## src/rtl/can_mb_pkg.sv

```systemverilog
package can_mb_pkg;
    localparam int unsigned HDR_STD = 3;
    localparam int unsigned HDR_EXT = 5;

    localparam int unsigned REG_MODE = 0;
    localparam int unsigned REG_CMD  = 1;
    localparam int unsigned REG_STAT = 2;
    localparam int unsigned REG_IRQ  = 3;
    localparam int unsigned WIN_BASE = 16;

    localparam int unsigned MODE_RST    = 0;
    localparam int unsigned MODE_LISTEN = 1;
    localparam int unsigned MODE_SELF   = 2;

    localparam int unsigned CMD_TX      = 0;
    localparam int unsigned CMD_ABORT   = 1;
    localparam int unsigned CMD_RELEASE = 2;
    localparam int unsigned CMD_CLROVR  = 3;
    localparam int unsigned CMD_SELFRX  = 4;

    localparam int unsigned INFO_EXT = 7;

    // Number of meaningful bytes in a frame: header plus clipped length.
    function automatic int unsigned frame_used(input logic ext, input logic [3:0] dlc,
                                               input int unsigned dmax);
        int unsigned n;
        n = (32'(dlc) > dmax) ? dmax : 32'(dlc);
        return (ext ? HDR_EXT : HDR_STD) + n;
    endfunction
endpackage

```

## src/rtl/can_mb_tx.sv

```systemverilog
module can_mb_tx
    import can_mb_pkg::*;
#(
    parameter int unsigned FB   = 13,
    parameter int unsigned DMAX = 8,
    parameter int unsigned IW   = 4
) (
    input  logic                 clk_i,
    input  logic                 rst_ni,
    input  logic                 wr_i,
    input  logic [IW-1:0]        widx_i,
    input  logic [7:0]           wdata_i,
    input  logic                 req_i,
    input  logic                 abort_i,
    input  logic                 stop_i,
    input  logic                 ack_i,
    output logic                 pend_o,
    output logic                 done_o,
    output logic [FB-1:0][7:0]   frame_o
);
    typedef struct packed {
        logic [FB-1:0][7:0] mem;
        logic               pend;
    } tx_st_t;

    tx_st_t st_d, st_q;
    int unsigned used;

    always_comb begin
        st_d   = st_q;
        done_o = st_q.pend && ack_i && !stop_i;
        if (wr_i && !st_q.pend) begin
            st_d.mem[widx_i] = wdata_i;
        end
        if (stop_i || abort_i || done_o) begin
            st_d.pend = 1'b0;
        end else if (req_i) begin
            st_d.pend = 1'b1;
        end
        used = frame_used(st_q.mem[0][INFO_EXT], st_q.mem[0][3:0], DMAX);
        for (int unsigned i = 0; i < FB; i++) begin
            frame_o[i] = (i < used) ? st_q.mem[i] : 8'h00;
        end
    end

    always_ff @(posedge clk_i or negedge rst_ni) begin
        if (!rst_ni) st_q <= '0;
        else         st_q <= st_d;
    end

    assign pend_o = st_q.pend;

    AST_TX_LOCK: assert property (@(posedge clk_i) disable iff (!rst_ni)
        (wr_i && st_q.pend) |=> $stable(st_q.mem));
    AST_TX_STOP: assert property (@(posedge clk_i) disable iff (!rst_ni)
        (stop_i || abort_i) |=> !st_q.pend);
    AST_TX_DONE: assert property (@(posedge clk_i) disable iff (!rst_ni)
        (st_q.pend && ack_i) |=> !st_q.pend);
endmodule

```

## src/rtl/can_mb_rx.sv

```systemverilog
module can_mb_rx
    import can_mb_pkg::*;
#(
    parameter int unsigned FB   = 13,
    parameter int unsigned DMAX = 8
) (
    input  logic                 clk_i,
    input  logic                 rst_ni,
    input  logic                 cap_vld_i,
    input  logic [FB-1:0][7:0]   cap_i,
    input  logic                 release_i,
    input  logic                 clrovr_i,
    input  logic                 stop_i,
    input  logic [31:0]          code_i,
    input  logic [31:0]          mask_i,
    output logic [FB-1:0][7:0]   mem_o,
    output logic                 full_o,
    output logic                 ovr_o,
    output logic                 got_o
);
    typedef struct packed {
        logic [FB-1:0][7:0] mem;
        logic               full;
        logic               ovr;
    } rx_st_t;

    rx_st_t st_d, st_q;
    logic [FB-1:0][7:0] clipped;
    logic [31:0] id_word;
    logic acc, room;
    int unsigned used;

    always_comb begin
        id_word = {cap_i[1], cap_i[2], cap_i[3], cap_i[4]};
        acc     = cap_vld_i && !stop_i && (((id_word ^ code_i) & ~mask_i) == 32'h0);
        room    = !st_q.full || release_i;
        used    = frame_used(cap_i[0][INFO_EXT], cap_i[0][3:0], DMAX);
        for (int unsigned i = 0; i < FB; i++) begin
            clipped[i] = (i < used) ? cap_i[i] : 8'h00;
        end
        st_d  = st_q;
        got_o = acc && room;
        if (clrovr_i) st_d.ovr = 1'b0;
        if (release_i) st_d.full = 1'b0;
        if (got_o) begin
            st_d.mem  = clipped;
            st_d.full = 1'b1;
        end else if (acc) begin
            st_d.ovr = 1'b1;
        end
    end

    always_ff @(posedge clk_i or negedge rst_ni) begin
        if (!rst_ni) st_q <= '0;
        else         st_q <= st_d;
    end

    assign mem_o  = st_q.mem;
    assign full_o = st_q.full;
    assign ovr_o  = st_q.ovr;

    AST_RX_OVERRUN: assert property (@(posedge clk_i) disable iff (!rst_ni)
        (st_q.full && acc && !release_i) |=> (st_q.ovr && $stable(st_q.mem)));
    AST_RX_HOLD: assert property (@(posedge clk_i) disable iff (!rst_ni)
        (st_q.full && !release_i) |=> st_q.full);
endmodule

```

## src/rtl/can_msgbuf_host.sv

```systemverilog
module can_msgbuf_host
    import can_mb_pkg::*;
#(
    parameter int unsigned ADDR_W = 5,
    parameter int unsigned DMAX   = 8
) (
    input  logic                       clk_i,
    input  logic                       rst_ni,
    input  logic                       wr_en_i,
    input  logic                       rd_en_i,
    input  logic [ADDR_W-1:0]          addr_i,
    input  logic [7:0]                 wdata_i,
    output logic [7:0]                 rdata_o,
    output logic                       irq_o,
    input  logic                       rx_valid_i,
    input  logic [(HDR_EXT+DMAX)*8-1:0] rx_frame_i,
    output logic                       tx_valid_o,
    output logic [(HDR_EXT+DMAX)*8-1:0] tx_frame_o,
    input  logic                       tx_ack_i
);
    localparam int unsigned FB = HDR_EXT + DMAX;
    localparam int unsigned IW = $clog2(FB);

    typedef struct packed {
        logic [3:0]      mode;
        logic [3:0][7:0] code;
        logic [3:0][7:0] mask;
        logic [1:0]      irq;
        logic [7:0]      rdata;
    } top_st_t;

    top_st_t st_d, st_q;

    logic [ADDR_W-1:0] win_off;
    logic [IW-1:0] widx;
    logic in_win, in_rst, mode_wr, cmd_wr, stop, tx_req, loop_go;
    logic tx_pend, tx_done, rx_full, rx_ovr, rx_got;
    logic [FB-1:0][7:0] tx_frm, rx_mem, rx_in, cap;

    assign win_off = addr_i - ADDR_W'(WIN_BASE);
    assign in_win  = (addr_i >= ADDR_W'(WIN_BASE)) && (win_off < ADDR_W'(FB));
    assign widx    = win_off[IW-1:0];
    assign in_rst  = st_q.mode[MODE_RST];
    assign mode_wr = wr_en_i && (addr_i == ADDR_W'(REG_MODE));
    assign cmd_wr  = wr_en_i && (addr_i == ADDR_W'(REG_CMD)) && !in_rst;
    assign stop    = in_rst || (mode_wr && wdata_i[MODE_RST]);
    assign tx_req  = cmd_wr && wdata_i[CMD_TX] && !st_q.mode[MODE_LISTEN];
    assign loop_go = cmd_wr && wdata_i[CMD_SELFRX] && st_q.mode[MODE_SELF] && !tx_pend;
    assign rx_in   = rx_frame_i;
    assign cap     = loop_go ? tx_frm : rx_in;

    can_mb_tx #(.FB(FB), .DMAX(DMAX), .IW(IW)) u_tx (
        .clk_i   (clk_i),
        .rst_ni  (rst_ni),
        .wr_i    (wr_en_i && in_win && !in_rst),
        .widx_i  (widx),
        .wdata_i (wdata_i),
        .req_i   (tx_req),
        .abort_i (cmd_wr && wdata_i[CMD_ABORT]),
        .stop_i  (stop),
        .ack_i   (tx_ack_i),
        .pend_o  (tx_pend),
        .done_o  (tx_done),
        .frame_o (tx_frm)
    );

    can_mb_rx #(.FB(FB), .DMAX(DMAX)) u_rx (
        .clk_i     (clk_i),
        .rst_ni    (rst_ni),
        .cap_vld_i (rx_valid_i || loop_go),
        .cap_i     (cap),
        .release_i (cmd_wr && wdata_i[CMD_RELEASE]),
        .clrovr_i  (cmd_wr && wdata_i[CMD_CLROVR]),
        .stop_i    (in_rst),
        .code_i    ({st_q.code[0], st_q.code[1], st_q.code[2], st_q.code[3]}),
        .mask_i    ({st_q.mask[0], st_q.mask[1], st_q.mask[2], st_q.mask[3]}),
        .mem_o     (rx_mem),
        .full_o    (rx_full),
        .ovr_o     (rx_ovr),
        .got_o     (rx_got)
    );

    always_comb begin
        st_d = st_q;
        if (mode_wr) begin
            st_d.mode[MODE_RST] = wdata_i[MODE_RST];
            if (in_rst) st_d.mode[3:1] = wdata_i[3:1];
        end
        if (wr_en_i && in_win && in_rst && (widx < IW'(8))) begin
            if (widx < IW'(4)) st_d.code[widx[1:0]] = wdata_i;
            else               st_d.mask[widx[1:0]] = wdata_i;
        end
        st_d.rdata = 8'h00;
        if (rd_en_i) begin
            if (addr_i == ADDR_W'(REG_MODE))      st_d.rdata = {4'h0, st_q.mode};
            else if (addr_i == ADDR_W'(REG_STAT)) st_d.rdata = {5'h0, !tx_pend, rx_ovr, rx_full};
            else if (addr_i == ADDR_W'(REG_IRQ))  st_d.rdata = {6'h0, st_q.irq};
            else if (in_win && in_rst) begin
                if (widx < IW'(4))      st_d.rdata = st_q.code[widx[1:0]];
                else if (widx < IW'(8)) st_d.rdata = st_q.mask[widx[1:0]];
            end else if (in_win) begin
                st_d.rdata = rx_mem[widx];
            end
        end
        if (rd_en_i && (addr_i == ADDR_W'(REG_IRQ))) st_d.irq = 2'b00;
        if (rx_got)            st_d.irq[0] = 1'b1;
        if (tx_done || loop_go) st_d.irq[1] = 1'b1;
    end

    always_ff @(posedge clk_i or negedge rst_ni) begin
        if (!rst_ni) begin
            st_q      <= '0;
            st_q.mode <= 4'h1;
            st_q.mask <= '1;
        end else begin
            st_q <= st_d;
        end
    end

    assign rdata_o    = st_q.rdata;
    assign irq_o      = |st_q.irq;
    assign tx_valid_o = tx_pend;
    assign tx_frame_o = tx_frm;

    AST_IRQ_CLEAR: assert property (@(posedge clk_i) disable iff (!rst_ni)
        (rd_en_i && addr_i == ADDR_W'(REG_IRQ) && !rx_got && !tx_done && !loop_go)
        |=> !irq_o);
    AST_RST_NO_TX: assert property (@(posedge clk_i) disable iff (!rst_ni)
        in_rst |=> !$rose(tx_valid_o));
    AST_LISTEN_NO_TX: assert property (@(posedge clk_i) disable iff (!rst_ni)
        (st_q.mode[MODE_LISTEN] && !in_rst) |=> !$rose(tx_valid_o));
    AST_LOOP_SETS: assert property (@(posedge clk_i) disable iff (!rst_ni)
        (loop_go && !rx_full) |=> (rx_full && st_q.irq == 2'b11 && !tx_valid_o));
    AST_ACK_ONLY_PENDING: assert property (@(posedge clk_i) disable iff (!rst_ni)
        tx_ack_i |-> tx_valid_o);
    AST_MODE_LOCKED: assert property (@(posedge clk_i) disable iff (!rst_ni)
        !in_rst |=> (st_q.mode[3:1] == $past(st_q.mode[3:1])));
endmodule

```

## config.mk

```make
export PLATFORM = sky130hd
export DESIGN_NAME = can_msgbuf_host
export DESIGN_NICKNAME = d
export VERILOG_FILES = /design/src/rtl/can_mb_pkg.sv /design/src/rtl/can_mb_tx.sv /design/src/rtl/can_mb_rx.sv /design/src/rtl/can_msgbuf_host.sv
export SDC_FILE = /design/constraint.sdc
export NUM_CORES = 1
export LEC_CHECK = 0
export ABC_AREA = 1
export CAP_MARGIN = 30
export CORE_MARGIN = 4
export CORE_UTILIZATION = 45
export CTS_CLUSTER_SIZE = 30
export DETAILED_ROUTE_END_ITERATION = 7
export GPL_TIMING_DRIVEN = 0
export PLACE_DENSITY = 0.64
export SLEW_MARGIN = 20
export SYNTH_ARGS = -nofsm -noshare
export SYNTH_HDL_FRONTEND = slang
export SYNTH_SLANG_ARGS = --single-unit
```

## constraint.sdc

```tcl
create_clock -name clk_i -period 5.19 [get_ports clk_i]
set_input_delay 1.2975 -clock clk_i [delete_from_list [all_inputs] [get_ports clk_i]]
set_output_delay 1.2975 -clock clk_i [all_outputs]
set_load 0.005 [all_outputs]
```

==> impl_summary.log, run 1 <==
[metrics] worst slack at placement: -1.064 ns
[metrics] TritonCTS clock tree: built
[metrics] data required time of the critical path: between 3 and 4 ns
[metrics] number of DRC violations after detailed-routing iteration 0: approximately 1800
[metrics] Yosys warnings: 0
[metrics] count of boundary I/O pins: 237
[metrics] total via count after detailed routing: between 15000 and 20000
[metrics] cells after synthesis: around 2200
[metrics] largest cells by area after synthesis: sky130_fd_sc_hd__dfrtp_1 (40%), sky130_fd_sc_hd__nand2_1 (17%), sky130_fd_sc_hd__o21ai_0 (7.7%)
[metrics] top cell type's share of synthesized area: 40.16%
[metrics] Synth cell types: 42
[metrics] wire length of the first global-routing pass: roughly 99000 um
[metrics] Worst setup endpoint: tx_frame_o[79]
[metrics] global placer's final weighted congestion: 0.9738
[metrics] shortest period the worst path allows: approximately 5 ns
[metrics] PD cells: ~330 nW/um^2
[metrics] clock root buffer master: sky130_fd_sc_hd__clkbuf_16
[metrics] overall routing resource usage: between 30 and 40%
[metrics] critical path cell sequence: inv_2 > a21oi_1 > nor2_1 > inv_1 > fa_1 > inv_1 > a21oi_1 > nand2_1 > nand2_2 > buf_2 > inv_1 > nand2_1 > nor2_1 > clkdlybuf4s50_1
[metrics] Worst Reg-to-Reg Cells: 27
[metrics] core area: between 30000 and 40000 um^2
[metrics] half-perimeter wire length after placement: just over 50000 um
[metrics] reg-to-reg critical path endpoint: u_rx.mem_o[87]
[metrics] netlist area before placement: approximately 16000 um^2
[metrics] Static Leak: between 0.009 and 0.01 uW
[metrics] kind of start point of the critical path: flop
[metrics] hold slack final: approximately 0.47 ns
[metrics] data arrival time at the worst-slack endpoint: between 3 and 4 ns
[metrics] upper clock frequency limit: ~0.20 GHz
[metrics] Die Width: roughly 200 um
[metrics] top-count cell post-synth: sky130_fd_sc_hd__nand2_1
[metrics] flip-flop and latch count after synthesis: roughly 290
[metrics] TritonRoute pass-1 iters: 8
[metrics] Max-slew headroom: roughly 30%
[metrics] flip-flop cell with the highest count after synthesis: sky130_fd_sc_hd__dfrtp_1
[metrics] layout cells sized above 1: a little under 8%
[metrics] setup repair after global routing missed its margin: true
[metrics] number of buffers added on ports: approximately 240
[metrics] leading area contributor after synthesis: sky130_fd_sc_hd__dfrtp_1
[metrics] count of endpoints failing setup in the final report: 0
[metrics] count of endpoints failing hold in the final timing report: 0
[metrics] crit path launch: u_tx.st_q[4]
[metrics] crit path max-delay cell type: sky130_fd_sc_hd__clkdlybuf4s50_1
[metrics] clock insertion delay at the later pin of the skew report: 0.53 ns
[metrics] cell count along the critical path: 14
[metrics] class of the most critical setup path: reg -> out
[metrics] crit path max fanout: 10
[metrics] mean area per synthesized cell: 7.303 um^2
[metrics] max capacitance violation total: 0
[metrics] final worst clock skew: about 0.026 ns
[metrics] Die H: 196.3 um
[metrics] delay of the slowest cell on the worst path: 0.53 ns
[metrics] clock sink count: between 200 and 300
[metrics] final number of max-transition violations: 0
[metrics] source of the worst register-to-register timing path: u_tx.st_q[4]
[metrics] total negative setup slack: 0 ns
[metrics] final clock period utilization by the worst path: 95.86%
[metrics] critical path capture point type: output port
[metrics] Final WS setup: between 0.2 and 0.25 ns
[metrics] sequential fraction of the synthesis area: between 40 and 50%
[metrics] placement row count: 68
[metrics] crit path buf inv count: 6
[metrics] Syn-to-layout area delta: 27.52%
[metrics] transition at the pin with the smallest max-transition slack: around 1.1 ns
[metrics] Clock Pin Slew Worst Setup and Hold Paths: approximately 0.06 ns
[metrics] minimum setup slack among reg-to-reg paths: roughly 0.50 ns
[metrics] top cells by count, synth: sky130_fd_sc_hd__nand2_1 (722), sky130_fd_sc_hd__dfrtp_1 (256), sky130_fd_sc_hd__o21ai_0 (245), sky130_fd_sc_hd__inv_1 (204), sky130_fd_sc_hd__nor2_1 (122)
[metrics] Max VDD drop: roughly 0.00023 V
[metrics] die area: about 39000 um^2
[metrics] total clock buffers created by CTS: 34
[metrics] clock buffer depth: 3
[metrics] number of global-route vias before repair: about 16000
[metrics] outcome: complete, no violations
[metrics] Critical Path Most Common Cell: sky130_fd_sc_hd__inv_1
[metrics] class of the most critical hold timing path: reg -> reg
[metrics] Clock H-tree levels: 2
[metrics] fraction of registers with async set or reset after synthesis: 100.0%
[metrics] WL per Instance: roughly 23 um
[metrics] largest net degree at the start of global routing: between 90 and 100
[metrics] syn_nets: around 2300
[metrics] Post-synth EDFFs: 0
[metrics] detail-routed via count per cell: about 5.7
[metrics] cell family contributing the most delay on the critical path: buffers and inverters
[metrics] effective utilization at floorplan: 45.95%
[metrics] remaining antenna violation count: 0
[metrics] total power consumption of the routed design: just under 7000 uW
[metrics] residual DRC count: 0
[metrics] number of nets at the end of the flow: approximately 2600
[metrics] number of antenna violations at the first check in global routing: 2
[metrics] total gr overflow: 0
[metrics] Post-Route WL: around 67000 um
timing repair:
item | CTS | global route
setup buffers | 6 | 4
endpoints found under the hold margin | 0 | 0
hold buffers | 0 | 0
gates resized for setup | 5 | 23
pin swaps | 3 | 2
endpoints found under the setup margin | 102 | 116
final cells by class:
cell class	instances	area (um^2)
multi-input cells	1540	7312
clock buffers	44	979.7
inverters	211	794.5
fillers	3345	14370
clock inverters	16	168.9
diodes	1	2.502
repair buffers	252	2571
plain buffers	142	668.1
well taps	455	569.3
flip-flops and latches	289	7273
how the worst min path moves through the flow:
stage,start,slack (ns),end,cells past startpoint
final,u_rx.mem_o[103],0.47,u_rx.mem_o[103],2
after global routing,u_rx.mem_o[103],0.49,u_rx.mem_o[103],2
after CTS,u_rx.mem_o[103],0.47,u_rx.mem_o[103],2
after detailed placement,u_rx.mem_o[103],0.45,u_rx.mem_o[103],2
after global placement,u_rx.mem_o[103],0.45,u_rx.mem_o[103],2
after floorplan,u_rx.mem_o[100],0.43,u_rx.mem_o[100],2
kinds of logic after synthesis:
logic type,share of synthesized area (%)
DFF,45.60
buffers and inverters,9.076
AOI/OAI and AO/OA,15.47
and+or+nand+nor,28.92
xor gates and xnor gates,0.05492
adders and majority gates,0.8786
per-layer routing:
metal  wire, um  vias to the layer above  track usage [%]
li1           -                     7755                -
met1      28680                     8043            49.86
met2      28350                      878            50.12
met3       7081                      142            6.028
met4       2548                        2            11.53
met5          1                        -                0
through the flow:
step	cell area [um^2]	util, %	cells
floorplan	15950	-	2184
global placement	18880	54.39	2875
detailed placement	18990	54.70	2879
CTS	20190	58.17	2944
global route	20340	58.59	2949
finish	20340	58.59	2950
worst reg2reg max path: stages (launching register included):
cell and delay [ns]:
sky130_fd_sc_hd__dfrtp_1 0.45, sky130_fd_sc_hd__inv_2 0.13, sky130_fd_sc_hd__a21oi_1 0.05, sky130_fd_sc_hd__nor2_1 0.15, sky130_fd_sc_hd__inv_1 0.09, sky130_fd_sc_hd__fa_1 0.39, sky130_fd_sc_hd__inv_1 0.09, sky130_fd_sc_hd__a21oi_1 0.09
sky130_fd_sc_hd__nand2_1 0.08, sky130_fd_sc_hd__nand2_2 0.07, sky130_fd_sc_hd__buf_2 0.19, sky130_fd_sc_hd__nand3_1 0.28, sky130_fd_sc_hd__nand2_1 0.16, sky130_fd_sc_hd__o21ai_0 0.28, sky130_fd_sc_hd__inv_1 0.09, sky130_fd_sc_hd__nand2_1 0.08
sky130_fd_sc_hd__nand2_1 0.05, sky130_fd_sc_hd__nand2_1 0.09, sky130_fd_sc_hd__inv_1 0.07, sky130_fd_sc_hd__fa_1 0.42, sky130_fd_sc_hd__xor2_2 0.23, sky130_fd_sc_hd__inv_1 0.10, sky130_fd_sc_hd__nand2_1 0.17, sky130_fd_sc_hd__o211ai_1 0.12
sky130_fd_sc_hd__buf_4 0.21, sky130_fd_sc_hd__a21oi_1 0.26, sky130_fd_sc_hd__nand4_1 0.15, sky130_fd_sc_hd__nand2_1 0.11
layout by cell type (no fill, tap or decap), types with 5 or more instances in the layout:
master | netlist | routed
sky130_fd_sc_hd__a21boi_0 | 6 | 6
sky130_fd_sc_hd__o21ai_0 | 245 | 245
sky130_fd_sc_hd__nor2_1 | 122 | 122
sky130_fd_sc_hd__nand3b_1 | 31 | 31
sky130_fd_sc_hd__a221oi_1 | 5 | 5
sky130_fd_sc_hd__o2111ai_1 | 9 | 9
sky130_fd_sc_hd__clkbuf_2 | 0 | 5
sky130_fd_sc_hd__nand3_1 | 77 | 75
sky130_fd_sc_hd__nand2_1 | 722 | 717
sky130_fd_sc_hd__clkinv_2 | 0 | 9
sky130_fd_sc_hd__a21oi_2 | 0 | 7
sky130_fd_sc_hd__o211ai_1 | 7 | 7
sky130_fd_sc_hd__clkbuf_1 | 91 | 87
sky130_fd_sc_hd__o22ai_1 | 54 | 54
sky130_fd_sc_hd__clkbuf_8 | 0 | 7
sky130_fd_sc_hd__a21oi_1 | 89 | 81
sky130_fd_sc_hd__dfstp_2 | 33 | 33
sky130_fd_sc_hd__dfrtp_1 | 256 | 256
sky130_fd_sc_hd__buf_4 | 11 | 21
sky130_fd_sc_hd__buf_6 | 6 | 7
sky130_fd_sc_hd__buf_1 | 13 | 13
sky130_fd_sc_hd__a21boi_1 | 12 | 12
sky130_fd_sc_hd__clkdlybuf4s50_1 | 0 | 235
sky130_fd_sc_hd__clkbuf_16 | 0 | 35
sky130_fd_sc_hd__inv_2 | 6 | 5
sky130_fd_sc_hd__ha_1 | 8 | 8
sky130_fd_sc_hd__or2_2 | 7 | 7
sky130_fd_sc_hd__buf_2 | 23 | 21
sky130_fd_sc_hd__nand2_2 | 3 | 8
sky130_fd_sc_hd__nand4_1 | 111 | 111
sky130_fd_sc_hd__inv_1 | 204 | 204
flip-flops by register name, summed over array words and instances (netlist names):
signal and count:
in_rst 1, rdata_o 8, st_q 69, u_rx.full_o 1
u_rx.mem_o 104, u_rx.ovr_o 1, u_tx.pend_o 1, u_tx.st_q 104
report_power, final:
part / leakage (uW) / switching [uW] / internal [uW] / total (uW)
Sequential: 0.00383 / 161 / 2470 / 2630
Combinational: 0.00520 / 983 / 650 / 1630
Clock: 0.000575 / 999 / 1480 / 2480
Power figures use the tool's default switching activity.
==> run 2, diff against run 1 <==
- ABC_AREA: 1 -> 0
- SYNTH_HIERARCHICAL: default -> 1
==> run 2 against run 1 <==
  * Clock skew down 0.015 ns
  * Non-clock buffer count fell by 59
  * First-iteration DRC count is 47% lower
  * Sequential share of layout area is 1.1 points lower
  * Critical path type is now reg -> reg
  * Combinational power rose by 9.8%
  * Highest routed layer is now met4
  * Synthesized cell count decreased by 40%
  * Register-to-register slack lost 0.41 ns
  * Setup slack lost 0.12 ns
  * Fmax fell by 2.4%
==> impl_summary.log, run 2 <==
[metrics] switching component of the power: 1912 uW (-11%)
[metrics] count of boundary I/O pins: 237 (unchanged)
[metrics] residual DRC count: 0 (unchanged)
[metrics] final clock period utilization by the worst path: 98.20% (+2.3 points)
[metrics] cells after synthesis: 1317 (-40%)
[metrics] clock sink count: 289 (unchanged)
[metrics] Post-synth EDFFs: 0 (unchanged)
[metrics] area used by multi-input combinational logic: 8820 um^2 (+21%)
[metrics] mean area per synthesized cell: 12.49 um^2 (+71%)
[metrics] critical path capture point type: flop
[metrics] number of DRC violations after detailed-routing iteration 0: 925 (-47%)
[metrics] die area: 39670 um^2 (+3.0%)
[metrics] GRT met2 Usage: 44.24% (-5.9 points)
[metrics] Die Width: 199.2 um (+1.5%)
[metrics] top cell type's share of synthesized area: 38.95% (-1.2 points)
[metrics] largest cells by area after synthesis: sky130_fd_sc_hd__dfrtp_1 (39%), sky130_fd_sc_hd__mux2_2 (23%), sky130_fd_sc_hd__dfstp_2 (5.3%)
[metrics] layout cells sized above 1: 37.57% (+30 points)
[metrics] flip-flop and latch count after synthesis: 289 (unchanged)
[metrics] crit path max fanout: 10 (unchanged)
[metrics] outcome: complete, no violations
[metrics] number of buffers inserted for hold repair after clock tree synthesis: 0 (unchanged)
[metrics] detail-routed via count per cell: 5.733 (+0.55%)
[metrics] overall routing resource usage: 27.37% (-6.4 points)
[metrics] TritonCTS clock tree: built
[metrics] clock buffer depth: 3 (unchanged)
[metrics] number of antenna violations at the first check in global routing: 3 (+1)
[metrics] number of global-route vias before repair: 12380 (-22%)
[metrics] internal power: 4723 uW (+2.6%)
[metrics] number of buffers added on ports: 236 (unchanged)
[metrics] part of the power in registers: 39.0% (about the same)
[metrics] clock root buffer master: sky130_fd_sc_hd__clkbuf_16
[metrics] TritonRoute pass-1 iters: 5 (-3)
[metrics] leading area contributor after synthesis: sky130_fd_sc_hd__dfrtp_1
[metrics] effective utilization at floorplan: 45.91% (about the same)
[metrics] data arrival time at the worst-slack endpoint: 5.54 ns (+1.86 ns)
[metrics] flip-flop cell with the highest count after synthesis: sky130_fd_sc_hd__dfrtp_1
[metrics] total negative setup slack: 0 ns (unchanged)
[metrics] Die H: 199.2 um (+1.5%)
[metrics] transition at the pin with the smallest max-transition slack: 1.053 ns (-0.003317 ns)
[metrics] commonest cells after routing, fill and taps aside: sky130_fd_sc_hd__mux2_2 (328), sky130_fd_sc_hd__dfrtp_1 (256), sky130_fd_sc_hd__clkdlybuf4s50_1 (233)
[metrics] upper clock frequency limit: 0.1962 GHz (-2.4%)
[metrics] half-perimeter wire length after placement: 41270 um (-18%)
[metrics] Max VDD drop: 0.0003003 V (+33%)
[metrics] Syn-to-layout area delta: 27.51% (about the same)
[metrics] wire length of the first global-routing pass: 80800 um (-18%)
[metrics] class of the most critical hold timing path: reg -> reg
[metrics] Post-Route WL: 55330 um (-17%)
[metrics] WL per Instance: 26.46 um (+17%)
[metrics] GR Util met1: 39.68% (-10 points)
[metrics] PD cells: 316.4 nW/um^2 (-4.6%)
[metrics] top cells by count, synth: sky130_fd_sc_hd__mux2_2 (329), sky130_fd_sc_hd__dfrtp_1 (256), sky130_fd_sc_hd__nor2b_1 (112), sky130_fd_sc_hd__and2_1 (66), sky130_fd_sc_hd__nand2_1 (46)
[metrics] final core utilization: 58.54% (about the same)
[metrics] most common library cell in the layout ignoring fill and taps: sky130_fd_sc_hd__mux2_2
[metrics] number of nets at the end of the flow: 1736 (-33%)
[metrics] max capacitance violation total: 0 (unchanged)
[metrics] combinational cell fraction of total power: 27.0% (+2.8 points)
[metrics] Static Leak: 0.009436 uW (-1.8%)
[metrics] clock insertion delay at the later pin of the skew report: 0.56 ns (+0.03 ns)
[metrics] Clock H-tree levels: 1 (-1)
[metrics] Synth cell types: 72 (+71%)
[metrics] total power consumption of the routed design: 6635 uW (-1.7%)
[metrics] total via count after detailed routing: 11990 (-29%)
[metrics] Max-slew headroom: 29.44% (-0.16 points)
[metrics] count of endpoints failing hold in the final timing report: 0 (unchanged)
[metrics] final number of max-transition violations: 0 (unchanged)
[metrics] Switching Fraction: 28.82% (-2.9 points)
[metrics] remaining antenna violation count: 0 (unchanged)
[metrics] core area: 35830 um^2 (+3.2%)
[metrics] Cell Count Post-Placement: 2019 (-30%)
[metrics] global placer's final weighted congestion: 0.8930 (-8.3%)
[metrics] total clock buffers created by CTS: 31 (-8.8%)
[metrics] netlist area before placement: 16450 um^2 (+3.1%)
[metrics] GR peak layer: met2
[metrics] met3 layer usage reported by global route: 3.726% (-2.3 points)
[metrics] data required time of the critical path: 5.64 ns (+1.75 ns)
[metrics] setup repair after global routing missed its margin: true
[metrics] hold slack final: 0.4960 ns (+0.03086 ns)
[metrics] total gr overflow: 0 (unchanged)
[metrics] Clock Pin Slew Worst Setup and Hold Paths: 0.07 ns (about the same)
[metrics] count of endpoints failing setup in the final report: 0 (unchanged)
[metrics] Yosys warnings: 6 (+6)
[metrics] top-count cell post-synth: sky130_fd_sc_hd__mux2_2
[metrics] kind of start point of the critical path: flop
[metrics] largest net degree at the start of global routing: 99 (unchanged)
[metrics] fraction of registers with async set or reset after synthesis: 100.0% (unchanged)
[metrics] register cell area after layout: 7273 um^2 (unchanged)
[metrics] class of the most critical setup path: reg -> reg
[metrics] sequential fraction of the synthesis area: 44.22% (-1.4 points)
[metrics] shortest period the worst path allows: 5.096 ns (+0.1211 ns)
[metrics] final worst clock skew: 0.01072 ns (-0.01516 ns)
[metrics] Finished Layout Cells: 2091 (-29%)
[metrics] placement row count: 69 (+1.5%)
[metrics] share of power burned in the clock network: 34.0% (-2.8 points)
[metrics] syn_nets: 1446 (-38%)
[metrics] fillers: 3040 (-9.1%)
## run 2: cell types whose count changed in the layout (fill, tap and decap cells not counted), moves of 66 or more
| cell | change |
|---|---|
| sky130_fd_sc_hd__a21oi_1 | -76 |
| sky130_fd_sc_hd__and2_1 | +66 |
| sky130_fd_sc_hd__inv_1 | -177 |
| sky130_fd_sc_hd__mux2_2 | +328 |
| sky130_fd_sc_hd__nand2_1 | -672 |
| sky130_fd_sc_hd__nand4_1 | -109 |
| sky130_fd_sc_hd__nor2_1 | -104 |
| sky130_fd_sc_hd__nor2b_1 | +111 |
| sky130_fd_sc_hd__o21ai_0 | -236 |
## run 2: cell families (layout without fill, tap and decap cells)
| kind of cell | count (synthesis) | after routing | share of synthesized area, % |
|---|---|---|---|
| XOR/XNOR | 35 | 35 | 1.909 |
| multiplexers | 439 | 439 | 32.98 |
| buffers and inverters | 105 | 417 | 3.454 |
| adder cells (fa/ha/maj) | 6 | 6 | 0.5477 |
| other | 0 | 1 | 0 |
| AND/OR/NAND/NOR | 361 | 361 | 13.29 |
| flip-flops | 289 | 289 | 44.22 |
| AO/OA/AOI/OAI | 82 | 82 | 3.606 |
## run 2: power groups by stage
stage	sequential, uW	combinational [uW]	clock, uW
2_1_floorplan	2580	867	0
3_3_place_gp	2620	1650	0
3_5_place_dp	2620	1670	0
4_1_cts	2580	1750	2290
5_1_grt	2610	1910	2380
6_report	2590	1790	2250
## run 2: metrics by stage
stage          instance area (um^2)  setup slack [ns]
3_3_place_gp                  19390            -9.803
4_1_cts                       20810          0.006607
5_1_grt                       20970          -0.07439
6_report                      20970           0.09367
3_5_place_dp                  19510            -1.848
2_1_floorplan                 16450            0.4908
## run 2: final timing paths
kind	end	from	depth (start not counted)	slack (ns)
max	u_rx/mem_o[35]	u_tx/st_q[4]	17	0.09
min in group asynchronous	u_tx/st_q[51]	rst_ni	1	0.57
min reg2reg	u_tx/st_q[71]	u_tx/st_q[71]	1	0.50
min	u_tx/st_q[71]	u_tx/st_q[71]	1	0.50
max reg2reg	u_rx/mem_o[35]	u_tx/st_q[4]	17	0.09
max in group asynchronous	u_tx/st_q[93]	rst_ni	2	3.86
## run 2: what timing repair did
item / in CTS / in global routing
buffers inserted: 11 / 5
pin swaps: 9 / 4
resized for setup: 40 / 28
setup endpoints to repair: 130 / 149
## run 2: cell type report
| class | instances | area share [%] |
|---|---|---|
| Antenna cell | 1 | 0.01193 |
| Buffer | 78 | 2.428 |
| Clock buffer | 49 | 4.552 |
| Clock inverter | 6 | 0.3818 |
| Inverter | 27 | 0.4832 |
| Multi-Input combinational cell | 923 | 42.05 |
| Sequential cell | 289 | 34.68 |
| Tap cell | 461 | 2.750 |
| Timing Repair Buffer | 257 | 12.66 |
## run 2: routing by layer
layer  vias up  share of wire [%]
met1      6206                 44
met2       432                 46
met3        65                6.8
li1       5285                  -
met4         0                2.3
met5         -                  0
## run 2: critical path, cell delays in order (launching register included)
cell	delay, ns
sky130_fd_sc_hd__dfrtp_1	0.40
sky130_fd_sc_hd__buf_6	0.15
sky130_fd_sc_hd__buf_2	0.19
sky130_fd_sc_hd__nand2b_1	0.21
sky130_fd_sc_hd__fa_2	0.64
sky130_fd_sc_hd__inv_1	0.13
sky130_fd_sc_hd__o32ai_2	0.37
sky130_fd_sc_hd__nand3_2	0.26
sky130_fd_sc_hd__and2_1	0.26
sky130_fd_sc_hd__mux2_2	0.33
sky130_fd_sc_hd__xnor2_2	0.24
sky130_fd_sc_hd__o22ai_1	0.14
sky130_fd_sc_hd__nor4_2	0.35
sky130_fd_sc_hd__nand3_2	0.17
sky130_fd_sc_hd__nor3_4	0.30
sky130_fd_sc_hd__buf_4	0.19
sky130_fd_sc_hd__clkbuf_4	0.25
sky130_fd_sc_hd__mux2_2	0.37
